===== config.mk =====
export PLATFORM = sky130hd
export DESIGN_NAME = mcache_ctrl
export DESIGN_NICKNAME = d
export VERILOG_FILES = /design/src/rtl/mcache_pkg.sv /design/src/rtl/mcache_mode_reg.sv /design/src/rtl/mcache_tag_store.sv /design/src/rtl/mcache_data_store.sv /design/src/rtl/mcache_ctrl.sv
export SDC_FILE = /design/constraint.sdc
export NUM_CORES = 2
export LEC_CHECK = 0
export ABC_CLOCK_PERIOD_IN_PS = 5600
export BUFFER_PORTS_ARGS = -buffer_cell sky130_fd_sc_hd__buf_4
export CORE_MARGIN = 2
export CORE_UTILIZATION = 50
export CTS_CLUSTER_DIAMETER = 80
export CTS_CLUSTER_SIZE = 30
export DETAILED_ROUTE_END_ITERATION = 8
export GPL_ROUTABILITY_DRIVEN = 0
export PLACE_DENSITY = 0.69
export RECOVER_POWER = 100
export SYNTH_ARGS = -nofsm -noshare
export SYNTH_HDL_FRONTEND = slang
export SYNTH_SLANG_ARGS = --single-unit

===== constraint.sdc =====
create_clock -name clk -period 5.6 [get_ports clk]
set_input_delay 1.12 -clock clk [delete_from_list [all_inputs] [get_ports clk]]
set_output_delay 1.12 -clock clk [all_outputs]
set_load 0.01 [all_outputs]

===== src/rtl/mcache_pkg.sv =====
package mcache_pkg;

   typedef enum logic [1:0] {
      LS_INV = 2'd0,
      LS_SHR = 2'd1,
      LS_EXC = 2'd2,
      LS_MOD = 2'd3
   } line_st_e;

   typedef enum logic [2:0] {
      FS_IDLE,
      FS_EVICT,
      FS_FILL,
      FS_FINISH,
      FS_THRU,
      FS_DIRECT,
      FS_FLUSH
   } fsm_e;

endpackage


===== src/rtl/mcache_mode_reg.sv =====
module mcache_mode_reg (
   input  logic clk,
   input  logic rst_n,
   input  logic set_en,
   input  logic set_cd,
   input  logic set_nw,
   output logic cd,
   output logic nw,
   output logic fault
);

   logic illegal;
   assign illegal = set_en && !set_cd && set_nw;

   always_ff @(posedge clk) begin
      if (!rst_n) begin
         cd    <= 1'b1;
         nw    <= 1'b0;
         fault <= 1'b0;
      end else begin
         fault <= illegal;
         if (set_en && !illegal) begin
            cd <= set_cd;
            nw <= set_nw;
         end
      end
   end

   // refused combination keeps the mode and faults
   a_r2_illegal_kept: assert property (@(posedge clk) disable iff (!rst_n)
      (set_en && !set_cd && set_nw) |=> (fault && $stable(cd) && $stable(nw)));

   // accepted combination lands without a fault
   a_r2_legal_applied: assert property (@(posedge clk) disable iff (!rst_n)
      (set_en && !(!set_cd && set_nw)) |=> (!fault && cd == $past(set_cd) && nw == $past(set_nw)));

endmodule


===== src/rtl/mcache_tag_store.sv =====
module mcache_tag_store
   import mcache_pkg::*;
#(
   parameter int LINES = 8,
   parameter int TAG_W = 8,
   localparam int IDX_W = $clog2(LINES)
) (
   input  logic             clk,
   input  logic             rst_n,
   input  logic [IDX_W-1:0] rd_idx,
   output logic [TAG_W-1:0] rd_tag,
   output line_st_e         rd_st,
   input  logic             wr_en,
   input  logic [IDX_W-1:0] wr_idx,
   input  logic [TAG_W-1:0] wr_tag,
   input  line_st_e         wr_st
);

   logic [TAG_W-1:0] tag_vec [LINES];
   line_st_e         st_vec  [LINES];

   for (genvar g = 0; g < LINES; g++) begin : g_line
      logic [TAG_W-1:0] tag_r;
      line_st_e         st_r;
      logic             sel;

      assign sel = wr_en && (wr_idx == IDX_W'(g));

      always_ff @(posedge clk) begin
         if (!rst_n)   st_r <= LS_INV;
         else if (sel) st_r <= wr_st;
      end

      always_ff @(posedge clk) begin
         if (sel) tag_r <= wr_tag;
      end

      assign tag_vec[g] = tag_r;
      assign st_vec[g]  = st_r;
   end

   assign rd_tag = tag_vec[rd_idx];
   assign rd_st  = st_vec[rd_idx];

endmodule


===== src/rtl/mcache_data_store.sv =====
module mcache_data_store #(
   parameter int DEPTH  = 32,
   parameter int DATA_W = 32,
   localparam int AW    = $clog2(DEPTH)
) (
   input  logic              clk,
   input  logic [AW-1:0]     rd_addr,
   output logic [DATA_W-1:0] rd_data,
   input  logic              wr_en,
   input  logic [AW-1:0]     wr_addr,
   input  logic [DATA_W-1:0] wr_data
);

   logic [DATA_W-1:0] mem_q [DEPTH];

   always_ff @(posedge clk) begin
      if (wr_en) mem_q[wr_addr] <= wr_data;
   end

   assign rd_data = mem_q[rd_addr];

endmodule


===== src/rtl/mcache_ctrl.sv =====
module mcache_ctrl
   import mcache_pkg::*;
#(
   parameter int ADDR_W     = 16,
   parameter int DATA_W     = 32,
   parameter int LINE_WORDS = 4,
   parameter int LINES      = 8,
   parameter int CODE_W     = 8
) (
   input  logic              clk,
   input  logic              rst_n,
   input  logic              mode_set,
   input  logic              mode_cd_in,
   input  logic              mode_nw_in,
   output logic              mode_cd,
   output logic              mode_nw,
   output logic              gp_fault,
   output logic [CODE_W-1:0] gp_code,
   input  logic              cpu_req,
   input  logic              cpu_we,
   input  logic [ADDR_W-1:0] cpu_addr,
   input  logic [DATA_W-1:0] cpu_wdata,
   output logic              cpu_busy,
   output logic              cpu_done,
   output logic [DATA_W-1:0] cpu_rdata,
   input  logic              inv_req,
   input  logic [ADDR_W-1:0] inv_addr,
   input  logic              snp_req,
   input  logic [ADDR_W-1:0] snp_addr,
   output logic              snp_done,
   output logic              snp_hit,
   output logic              snp_hitm,
   output logic              mem_req,
   output logic              mem_we,
   output logic [ADDR_W-1:0] mem_addr,
   output logic [DATA_W-1:0] mem_wdata,
   input  logic              mem_ack,
   input  logic [DATA_W-1:0] mem_rdata,
   input  logic              mem_shared
);

   localparam int OFF_W = $clog2(LINE_WORDS);
   localparam int IDX_W = $clog2(LINES);
   localparam int TAG_W = ADDR_W - OFF_W - IDX_W;
   localparam int DEPTH = LINES * LINE_WORDS;
   localparam int DA_W  = IDX_W + OFF_W;

   initial begin
      if (LINE_WORDS < 2 || (1 << OFF_W) != LINE_WORDS)
         $fatal(1, "LINE_WORDS must be a power of two, at least 2");
      if (LINES < 2 || (1 << IDX_W) != LINES)
         $fatal(1, "LINES must be a power of two, at least 2");
      if (TAG_W < 1)
         $fatal(1, "ADDR_W too narrow for the chosen geometry");
   end

   // ---------------- mode register ----------------
   mcache_mode_reg u_mode (
      .clk    (clk),
      .rst_n  (rst_n),
      .set_en (mode_set),
      .set_cd (mode_cd_in),
      .set_nw (mode_nw_in),
      .cd     (mode_cd),
      .nw     (mode_nw),
      .fault  (gp_fault)
   );
   assign gp_code = '0;

   // ---------------- control state ----------------
   fsm_e              fs_q;
   logic [ADDR_W-1:0] cur_addr_q;
   logic              cur_we_q;
   logic [DATA_W-1:0] cur_wd_q;
   logic [OFF_W-1:0]  cnt_q;
   logic [TAG_W-1:0]  vtag_q;
   logic              wt_hit_q;

   logic idle, take_snp, take_inv, take_cpu, last, hit;
   assign idle     = (fs_q == FS_IDLE);
   assign take_snp = idle && snp_req;
   assign take_inv = idle && !snp_req && inv_req;
   assign take_cpu = idle && !snp_req && !inv_req && cpu_req;
   assign last     = (cnt_q == OFF_W'(LINE_WORDS - 1));

   // ---------------- lookup address ----------------
   logic [ADDR_W-1:0] lk_addr;
   always_comb begin
      if (!idle)        lk_addr = cur_addr_q;
      else if (snp_req) lk_addr = snp_addr;
      else if (inv_req) lk_addr = inv_addr;
      else              lk_addr = cpu_addr;
   end

   logic [OFF_W-1:0] lk_off;
   logic [IDX_W-1:0] lk_idx;
   logic [TAG_W-1:0] lk_tag;
   assign lk_off = lk_addr[OFF_W-1:0];
   assign lk_idx = lk_addr[OFF_W +: IDX_W];
   assign lk_tag = lk_addr[ADDR_W-1 -: TAG_W];

   // ---------------- tag / state array ----------------
   logic [TAG_W-1:0] t_tag;
   line_st_e         t_st;
   logic             t_we;
   line_st_e         t_wst;

   mcache_tag_store #(.LINES(LINES), .TAG_W(TAG_W)) u_tags (
      .clk    (clk),
      .rst_n  (rst_n),
      .rd_idx (lk_idx),
      .rd_tag (t_tag),
      .rd_st  (t_st),
      .wr_en  (t_we),
      .wr_idx (lk_idx),
      .wr_tag (lk_tag),
      .wr_st  (t_wst)
   );

   assign hit = (t_st != LS_INV) && (t_tag == lk_tag);

   always_comb begin
      t_we  = 1'b0;
      t_wst = LS_INV;
      case (fs_q)
         FS_IDLE: begin
            if (take_snp && hit && t_st != LS_MOD) begin
               t_we = 1'b1; t_wst = LS_INV;
            end else if (take_inv && hit) begin
               t_we = 1'b1; t_wst = LS_INV;
            end else if (take_cpu && cpu_we && hit && t_st != LS_SHR) begin
               t_we = 1'b1; t_wst = LS_MOD;
            end
         end
         FS_FILL: if (mem_ack && last) begin
            t_we = 1'b1; t_wst = mem_shared ? LS_SHR : LS_EXC;
         end
         FS_FINISH: if (cur_we_q && t_st != LS_SHR) begin
            t_we = 1'b1; t_wst = LS_MOD;
         end
         FS_THRU: if (mem_ack && wt_hit_q) begin
            t_we = 1'b1; t_wst = LS_EXC;
         end
         FS_FLUSH: if (mem_ack && last) begin
            t_we = 1'b1; t_wst = LS_INV;
         end
         default: ;
      endcase
   end

   // ---------------- data array ----------------
   logic [DA_W-1:0]   d_ra, d_wa;
   logic [DATA_W-1:0] d_rd, d_wd;
   logic              d_we;

   mcache_data_store #(.DEPTH(DEPTH), .DATA_W(DATA_W)) u_data (
      .clk     (clk),
      .rd_addr (d_ra),
      .rd_data (d_rd),
      .wr_en   (d_we),
      .wr_addr (d_wa),
      .wr_data (d_wd)
   );

   always_comb begin
      if (fs_q == FS_EVICT || fs_q == FS_FLUSH) d_ra = {lk_idx, cnt_q};
      else                                      d_ra = {lk_idx, lk_off};
   end

   always_comb begin
      d_we = 1'b0;
      d_wa = {lk_idx, lk_off};
      d_wd = cur_wd_q;
      if (take_cpu && cpu_we && hit) begin
         d_we = 1'b1;
         d_wd = cpu_wdata;
      end else if (fs_q == FS_FILL && mem_ack) begin
         d_we = 1'b1;
         d_wa = {lk_idx, cnt_q};
         d_wd = mem_rdata;
      end else if (fs_q == FS_FINISH && cur_we_q) begin
         d_we = 1'b1;
      end
   end

   // ---------------- memory port ----------------
   always_comb begin
      mem_req   = 1'b0;
      mem_we    = 1'b0;
      mem_addr  = cur_addr_q;
      mem_wdata = d_rd;
      case (fs_q)
         FS_EVICT: begin
            mem_req = 1'b1; mem_we = 1'b1; mem_addr = {vtag_q, lk_idx, cnt_q};
         end
         FS_FLUSH: begin
            mem_req = 1'b1; mem_we = 1'b1; mem_addr = {lk_tag, lk_idx, cnt_q};
         end
         FS_FILL: begin
            mem_req = 1'b1; mem_addr = {lk_tag, lk_idx, cnt_q};
         end
         FS_THRU: begin
            mem_req = 1'b1; mem_we = 1'b1; mem_wdata = cur_wd_q;
         end
         FS_DIRECT: mem_req = 1'b1;
         default: ;
      endcase
   end

   assign cpu_busy = !idle;

   // ---------------- sequencer ----------------
   always_ff @(posedge clk) begin
      if (!rst_n) begin
         fs_q       <= FS_IDLE;
         cur_addr_q <= '0;
         cur_we_q   <= 1'b0;
         cur_wd_q   <= '0;
         cnt_q      <= '0;
         vtag_q     <= '0;
         wt_hit_q   <= 1'b0;
         cpu_done   <= 1'b0;
         cpu_rdata  <= '0;
         snp_done   <= 1'b0;
         snp_hit    <= 1'b0;
         snp_hitm   <= 1'b0;
      end else begin
         cpu_done <= 1'b0;
         snp_done <= 1'b0;
         case (fs_q)
            FS_IDLE: begin
               if (take_snp) begin
                  cur_addr_q <= snp_addr;
                  if (hit && t_st == LS_MOD) begin
                     cnt_q <= '0;
                     fs_q  <= FS_FLUSH;
                  end else begin
                     snp_done <= 1'b1;
                     snp_hit  <= hit;
                     snp_hitm <= 1'b0;
                  end
               end else if (take_cpu) begin
                  cur_addr_q <= cpu_addr;
                  cur_we_q   <= cpu_we;
                  cur_wd_q   <= cpu_wdata;
                  if (hit) begin
                     if (cpu_we && t_st == LS_SHR) begin
                        wt_hit_q <= 1'b1;
                        fs_q     <= FS_THRU;
                     end else begin
                        cpu_done  <= 1'b1;
                        cpu_rdata <= d_rd;
                     end
                  end else if (mode_cd) begin
                     wt_hit_q <= 1'b0;
                     fs_q     <= cpu_we ? FS_THRU : FS_DIRECT;
                  end else begin
                     vtag_q <= t_tag;
                     cnt_q  <= '0;
                     fs_q   <= (t_st == LS_MOD) ? FS_EVICT : FS_FILL;
                  end
               end
            end
            FS_EVICT: if (mem_ack) begin
               cnt_q <= cnt_q + OFF_W'(1);
               if (last) fs_q <= FS_FILL;
            end
            FS_FILL: if (mem_ack) begin
               cnt_q <= cnt_q + OFF_W'(1);
               if (last) fs_q <= FS_FINISH;
            end
            FS_FINISH: begin
               if (cur_we_q && t_st == LS_SHR) begin
                  wt_hit_q <= 1'b1;
                  fs_q     <= FS_THRU;
               end else begin
                  cpu_done  <= 1'b1;
                  cpu_rdata <= d_rd;
                  fs_q      <= FS_IDLE;
               end
            end
            FS_THRU: if (mem_ack) begin
               cpu_done <= 1'b1;
               fs_q     <= FS_IDLE;
            end
            FS_DIRECT: if (mem_ack) begin
               cpu_done  <= 1'b1;
               cpu_rdata <= mem_rdata;
               fs_q      <= FS_IDLE;
            end
            FS_FLUSH: if (mem_ack) begin
               cnt_q <= cnt_q + OFF_W'(1);
               if (last) begin
                  snp_done <= 1'b1;
                  snp_hit  <= 1'b1;
                  snp_hitm <= 1'b1;
                  fs_q     <= FS_IDLE;
               end
            end
            default: fs_q <= FS_IDLE;
         endcase
      end
   end

   // ---------------- assertions ----------------
   // request held steady until acknowledged
   a_r12_req_hold: assert property (@(posedge clk) disable iff (!rst_n)
      (mem_req && !mem_ack) |=> (mem_req && $stable(mem_addr) && $stable(mem_we)));

   // busy covers every memory transaction
   a_r12_busy_cover: assert property (@(posedge clk) disable iff (!rst_n)
      mem_req |-> cpu_busy);

   // a miss with caching disabled never starts a fill
   a_r8_nofill_no_alloc: assert property (@(posedge clk) disable iff (!rst_n)
      (take_cpu && !hit && mode_cd) |=> (fs_q == FS_DIRECT || fs_q == FS_THRU));

   // write hit on a shared line goes through to memory
   a_r5_shared_thru: assert property (@(posedge clk) disable iff (!rst_n)
      (take_cpu && cpu_we && hit && t_st == LS_SHR) |=> (fs_q == FS_THRU));

   // write-back of a dirty victim is followed by the fill
   a_r7_evict_then_fill: assert property (@(posedge clk) disable iff (!rst_n)
      (fs_q == FS_EVICT && mem_ack && last) |=> (fs_q == FS_FILL));

   // a modified hit is always also a hit
   a_r10_hitm_implies_hit: assert property (@(posedge clk) disable iff (!rst_n)
      (snp_done && snp_hitm) |-> snp_hit);

endmodule


# Word-level counts from Yosys, hierarchy flattened
# Memories as Yosys holds them, arrays and structs flattened.
# Cells that the tools add are included.
[totals]
mem_count = 1
latch_bits = 0
ram_bits = 1024
in_bits = 123
reg_bits = 209
word_cells = 237
output_inout_bits = 98
rom_bits = 0
[op_classes]
addsub = 1
shift = 0
div = 0
magnitude_cmp = 1
n_eq_ne = 43
bitwise_logic = 4
mul = 0
n_mux = 98
n_reduce_logical = 58
[mem_list]
columns = ["memory", "words", "word_bits", "read_ports", "rd_clocked_by_memory_dff", "wr", "line_no", "text"]
rows = [
  ["u_data.mem_q", 32, 32, 1, 0, 1, "mcache_data_store.sv:14", "logic [DATA_W-1:0] mem_q [DEPTH];"],
]
[ops]
columns = ["op", "n"]
rows = [
  ["$mux 32", 9],
  ["$pmux 32 s3", 1],
  ["$mux 16", 5],
  ["$mux 3", 14],
  ["$mux 2", 19],
  ["$mux 1", 36],
  ["$bmux 11 s3", 1],
  ["$pmux 16 s2", 1],
  ["$logic_and 1x1->1", 31],
  ["$ne 2x2->1 const B", 12],
  ["$mux 11", 2],
  ["$eq 3x3->1 const B", 7],
  ["$pmux 3 s6", 1],
  ["$ne 2x1->1 const B", 7],
  ["$eq 3x2->1 const B", 4],
  ["$reduce_and 6->1", 2],
  ["$eq 11x11->1", 1],
  ["$reduce_and 10->1", 1],
  ["$reduce_and 5->1", 2],
  ["$reduce_bool 2->1", 5],
  ["$pmux 1 s2", 4],
  ["$pmux 2 s4", 1],
  ["$reduce_and 7->1", 1],
  ["$bmux 2 s3", 1],
  ["other kinds (23)", 37],
]

# Logic depth before layout (Yosys ltp)
[depth]
ltp_word = 16
depth_mapped = 19
depth_no_buf = 12

# Hierarchy
# From an unflattened synthesis, not the netlist that was laid out.
[hier_totals]
cells_unflattened = 3331
area_unflattened_um2 = 50966.4
[modules_own_cells]
columns = ["mod", "area_each_um2", "cells_each", "instances", "seq_area_each_um2"]
rows = [
  ["mcache_data_store", 39852.0, 2228, 1, 30749.5],
  ["mcache_ctrl", 6792.8, 894, 1, 2042.0],
  ["mcache_tag_store", 4204.0, 199, 1, 2962.8],
  ["mcache_mode_reg", 117.6, 10, 1, 60.1],
]

# Least setup slack after synthesis
# Ideal clock, no wire load.
[synth_timing]
kind = "input to register"
startpoint = "input inv_req"
endpoint = "memory u_data.mem_q[10][0] (enable)"
required_ns = 5.179
arrival_time_ns = 5.453
cell_stages = 15
n_path_buf = 4
setup_ns = 0.421
path_slack_ns = -0.274
path_cell_list = "buf_6 -> mux2_2 -> o211ai_4 -> and2_1 -> clkbuf_1 -> clkbuf_1 -> o221ai_1 -> o31ai_1 -> xnor2_1 -> nand4_1 -> or4_1 -> clkbuf_1 -> nand3_1 -> nand3_1 -> nor2_1"
[synth_via]
elab_chain_len = 13
elab_cells_between_ends = 23
classes_between = "eq/ne: 1; mux: 14; bitwise: 1; reduce/logical: 7"
[synth_rtl]
columns = ["element", "line_no", "text"]
rows = [
  ["start, declared", "mcache_ctrl.sv:26", "input logic inv_req,"],
  ["$mux 16", "mcache_ctrl.sv:91", "else if (inv_req) lk_addr = inv_addr;"],
  ["$mux 16", "mcache_ctrl.sv:90", "else if (snp_req) lk_addr = snp_addr;"],
  ["$mux 16", "mcache_ctrl.sv:89", "if (!idle) lk_addr = cur_addr_q;"],
  ["$not 3->4 (implied by the code)", "mcache_tag_store.sv:42, mcache_tag_store.sv:43", ""],
  ["$bmux 11 s3 or $bmux 2 s3 (tied branches)", "mcache_tag_store.sv:42, mcache_tag_store.sv:43", ""],
  ["$mux 11 (implied by the code) or $mux 2 (tied branches) (2 in a row)", "mcache_tag_store.sv:42, mcache_tag_store.sv:43", ""],
  ["$eq 11x11->1 or $reduce_bool 2->1 (tied branches)", "mcache_ctrl.sv:120", "assign hit = (t_st != LS_INV) && (t_tag == lk_tag);"],
  ["$logic_and 1x1->1", "mcache_ctrl.sv:120", ""],
  ["$logic_and 1x1->1", "mcache_ctrl.sv:174", "if (take_cpu && cpu_we && hit) begin"],
  ["$mux 1", "mcache_ctrl.sv:174", ""],
  ["$mux 1", "mcache_data_store.sv:17", "if (wr_en) mem_q[wr_addr] <= wr_data;"],
  ["$mux 1 (implied by the code)", "mcache_data_store.sv:17", ""],
  ["end, declared", "mcache_data_store.sv:14", ""],
]
# Several ways; a longest one is shown, not always the timed one. The select of a mux whose other input is x is not followed.

# Worst setup path in the final report
[layout_timing]
startpoint = "input inv_req"
endpoint = "output mem_wdata[9]"
[layout_via]
elab_chain_len = 6
[layout_rtl]
columns = ["element", "line_no", "text"]
rows = [
  ["$mux 16 *", "mcache_ctrl.sv:91", ""],
  ["$mux 16 *", "mcache_ctrl.sv:90", ""],
  ["$mux 16 *", "mcache_ctrl.sv:89", ""],
  ["$mux 2", "mcache_ctrl.sv:166", "if (fs_q == FS_EVICT || fs_q == FS_FLUSH) d_ra = {lk_idx, cnt_q};"],
  ["$mem_v2 32x32 *", "-", ""],
  ["$mux 32 *", "mcache_ctrl.sv:192", "case (fs_q)"],
  ["end, declared", "mcache_ctrl.sv:36", "output logic [DATA_W-1:0] mem_wdata,"],
]
# Every way passes the cells marked *; elsewhere a longest branch is shown, timed or not.

==> results by group <==
Global routing
  • First-pass GRT wire length: 234 mm
  • Grt total ovfl: 0
  • GRT Total Usage: 29.7%
  • Largest net degree at the start of global routing: 88
  • Number of global-route vias before repair: 34800
  • Initial antenna violation count: 4

STA
  • Final slew viol count: 35
  • Fin Hold WS: 0.460 ns
  • Final hold vios: 0
  • Worst-Margin Slew: 1.79 ns
  • Unrepaired setup endpoints after global routing: true
  • Final min period: 5.58 ns
  • Slew headroom: -19.5%
  • Skew final: 0.0252 ns
  • Tcrit/Tclk final: 99.7%
  • Peak Freq: 179 MHz
  • Final setup fails: 0

Clock network
  • CTS tree: built
  • Clock Latency Late Sink: 0.68 ns
  • TritonCTS buffer count: 50
  • CTS Buffer Depth: 3
  • Number of H-tree levels: 2
  • Clk slew on worst S/H paths: 0.10 ns
  • Root buf cell: clkbuf_16
  • Clk sinks: 1233

Synth
  • Seq/Total Area, Yosys: 69.4%
  • Yosys top cell by area: edfxtp_1
  • Most common cell in the synthesized netlist: edfxtp_1
  • Proportion of synthesized area in mux cells: 2.95%
  • Synthesized flop and latch total: 1233
  • Main combinational cell family by area after synthesis: simple AND/OR/NAND/NOR gates
  • Mean Syn Cell Area: 12.3 µm²
  • Top cell type's share of synthesized area: 64.7%
  • Most used DFF post-synth: edfxtp_1
  • Synth Area in Simple Gates: 14.1%
  • Adder-cell share of the synthesized area: 0.0242%
  • Post-synth ARST share: 0%
  • Most frequent cells after synthesis: edfxtp_1, nand2_1, nand3_1
  • Mapped Cells: 4197
  • Synth warn: 0
  • Number of enable flip-flop cells after synthesis: 1112
  • Post-synthesis compound-gate area fraction: 10.1%
  • Mapped cell area: 51600 µm²
  • Synth area leaders: edfxtp_1, nand2_1, dfxtp_1, nand3_1, mux2i_1
  • Post-Synth XOR/XNOR Area: 0.201%
  • Yosys cell types: 98

Setup path
  • Most frequent CP cell: buf_4
  • CP delay by family, top: compound AO/OA/AOI/OAI gates
  • Kind of critical path: input port to output pin
  • WP data arrival: 4.46 ns
  • Worst path cell trace: buf_4 -> mux2_2 -> o211ai_1 -> buf_4 -> and3_4 -> buf_12 -> buf_4 -> a2111oi_0 -> a311oi_1 -> o21ai_0 -> a32oi_2 -> a311oi_1 -> buf_4 -> a21oi_1 -> buf_4
  • WP buf/inv: 6
  • Crit path largest cell delay: 0.36 ns
  • Slowest CP cell: mux2_2
  • Nature of the critical path endpoint: output pin
  • CP Depth: 15
  • Required @ worst endpoint: 4.48 ns
  • Reg2reg path depth: 18
  • CP Max Fanout: 42
  • Crit start category: input port

Floorplanning
  • DIE HEIGHT: 325 µm
  • Placement row count: 117
  • # IOs: 221
  • Starting density of the core: 50.5%
  • Die Span X: 325 µm
  • Core Box Area: 102000 µm²
  • Die footprint: 106000 µm²

Power and ir drop
  • Peak VDD IR: 0.365 mV
  • Leak Pwr: 0.0209 µW
  • Cell Pwr Density: 485 nW/µm²
  • Power Total: 28900 µW

Finish
  • Final Cell Area: 59700 µm²
  • Final net count: 4630
  • Area of the multi-input gates: 14700 µm²
  • Post-Route Utilization: 58.4%
  • Cell Count, Final, Fillers Out: 5906
  • Synthesis-to-finish area growth: 15.6%
  • Layout cell share with drive strength beyond 1: 16.9%
  • Fill cell count: 8017
  • Storage element area: 35800 µm²

Detailed routing
  • DRT Pass-1 Iters: 7
  • Wire length per cell: 27.4 µm
  • DR iter-0 viols: 5321
  • DRT antenna net count: 0
  • Drt via density: 6.30
  • # DRC: 0
  • Vias: 37200
  • Detailed Route WL: 162 mm

Place
  • IO buf count: 212
  • Placed cell count: 5813
  • Placed instance area: 57900 µm²
  • HPWL Detailed: 102 mm

Hold path
  • HP Class: flip-flop to flip-flop
  • Worst hold stages: 2

Run
  • Max-Cap Viols: 1

Run status
  • Status: finished with violations
  • Failing checks: capacitance limit, slew limit
## worst register-to-register path, delay by kind of cell, from the launching register on
family | cells | cell delay (ns)
simple gates | 8 | 1.89
buf+inv | 7 | 1.70
compound gates | 2 | 0.61
flops | 1 | 0.49
xor+xnor | 1 | 0.20
## state kept, by name (all words and copies together), names as in the netlist, 2 cells and up
signal,cells
cur_addr_q,16
u_tags.g_line.st_r,16
cur_wd_q,32
u_tags.g_line.tag_r,88
cnt_q,2
u_data.mem_q,1024
vtag_q,11
cpu_rdata,32
fs_q,3
## placed cells by master (no fill, tap or decap), drive strengths merged, types with 8 or more instances in the layout
cell / synthesis / final
and3: 52 / 52
a21boi: 24 / 24
a31oi: 97 / 97
a311o: 8 / 8
a32o: 9 / 9
nor3: 30 / 30
o41ai: 8 / 8
or3: 10 / 10
nand3: 339 / 339
a32oi: 33 / 33
o22ai: 45 / 45
a211oi: 40 / 40
a2111oi: 36 / 36
o211ai: 36 / 36
a221oi: 23 / 23
o31ai: 17 / 17
a22oi: 13 / 13
o221ai: 9 / 9
edfxtp: 1112 / 1112
a21oi: 124 / 124
clkbuf: 220 / 68
mux2i: 143 / 143
buf: 91 / 560
nor2: 238 / 238
o21ai: 93 / 93
dfxtp: 121 / 121
xnor2: 11 / 11
nand4: 9 / 9
mux2: 8 / 8
nand2: 990 / 990
conb: 1 / 8
inv: 48 / 55
a311oi: 70 / 70
## cell families (layout without fill, tap and decap cells)
kind of cell | count (synthesis) | count (layout)
flip-flops | 1233 | 1233
AND/OR/NAND/NOR | 1709 | 1709
multiplexers | 151 | 151
adder cells (fa/ha/maj) | 1 | 1
AO/OA/AOI/OAI | 732 | 732
XOR/XNOR | 11 | 11
buffers and inverters | 359 | 691
other | 1 | 10
## worst paths after layout
| kind | slack (ns) | startpoint | endpoint |
|---|---|---|---|
| worst max-delay path | 0.02 | inv_req | mem_wdata[9] |
| worst min-delay path | 0.46 | cpu_rdata[25]$_SDFFE_PN0P_ | cpu_rdata[25]$_SDFFE_PN0P_ |
| worst max register to register | 0.53 | fs_q[1]$_SDFFE_PN0P_ | u_data.mem_q[15][13]$_DFFE_PP_ |
| worst min register to register | 0.46 | cpu_rdata[25]$_SDFFE_PN0P_ | cpu_rdata[25]$_SDFFE_PN0P_ |
## power by group
part	switching (µW)	internal (µW)	total, µW
registers	121	10600	10800
logic	8680	4830	13500
clock network	2800	1850	4650
## metal layers
metal / routed length [µm] / vias to the layer above / global-route usage [%]
met5: 18 / - / 0
met4: 6790 / 4 / 11.8
met3: 18600 / 360 / 5.49
met2: 75300 / 2368 / 47.3
met1: 61100 / 18300 / 40.5
li1: - / 16200 / -
## area by class of cell
cell class	instances	share of cell area, %
Antenna cell	2	0.00839
Clock buffer	67	2.33
Clock inverter	15	0.277
Inverter	48	0.310
Multi-Input combinational cell	2612	24.6
Sequential cell	1233	60.0
Tap cell	1368	2.87
Timing Repair Buffer	561	9.63
## metrics by stage
step                      setup slack (ns)  TNS [ns]
after global routing               -0.0633    -0.134
after floorplan                     -0.274   -280.75
after global placement              -0.184    -0.322
after detailed placement            -0.266    -0.368
after CTS                          0.00693         0
final                               0.0160         0
## repair_timing
action,in CTS,in global routing
resized for setup,17,19
setup buffers,3,6
pin swaps,1,4
hold buffers,0,0
endpoints found under the setup margin,24,22
Power figures use the tool's default switching activity.
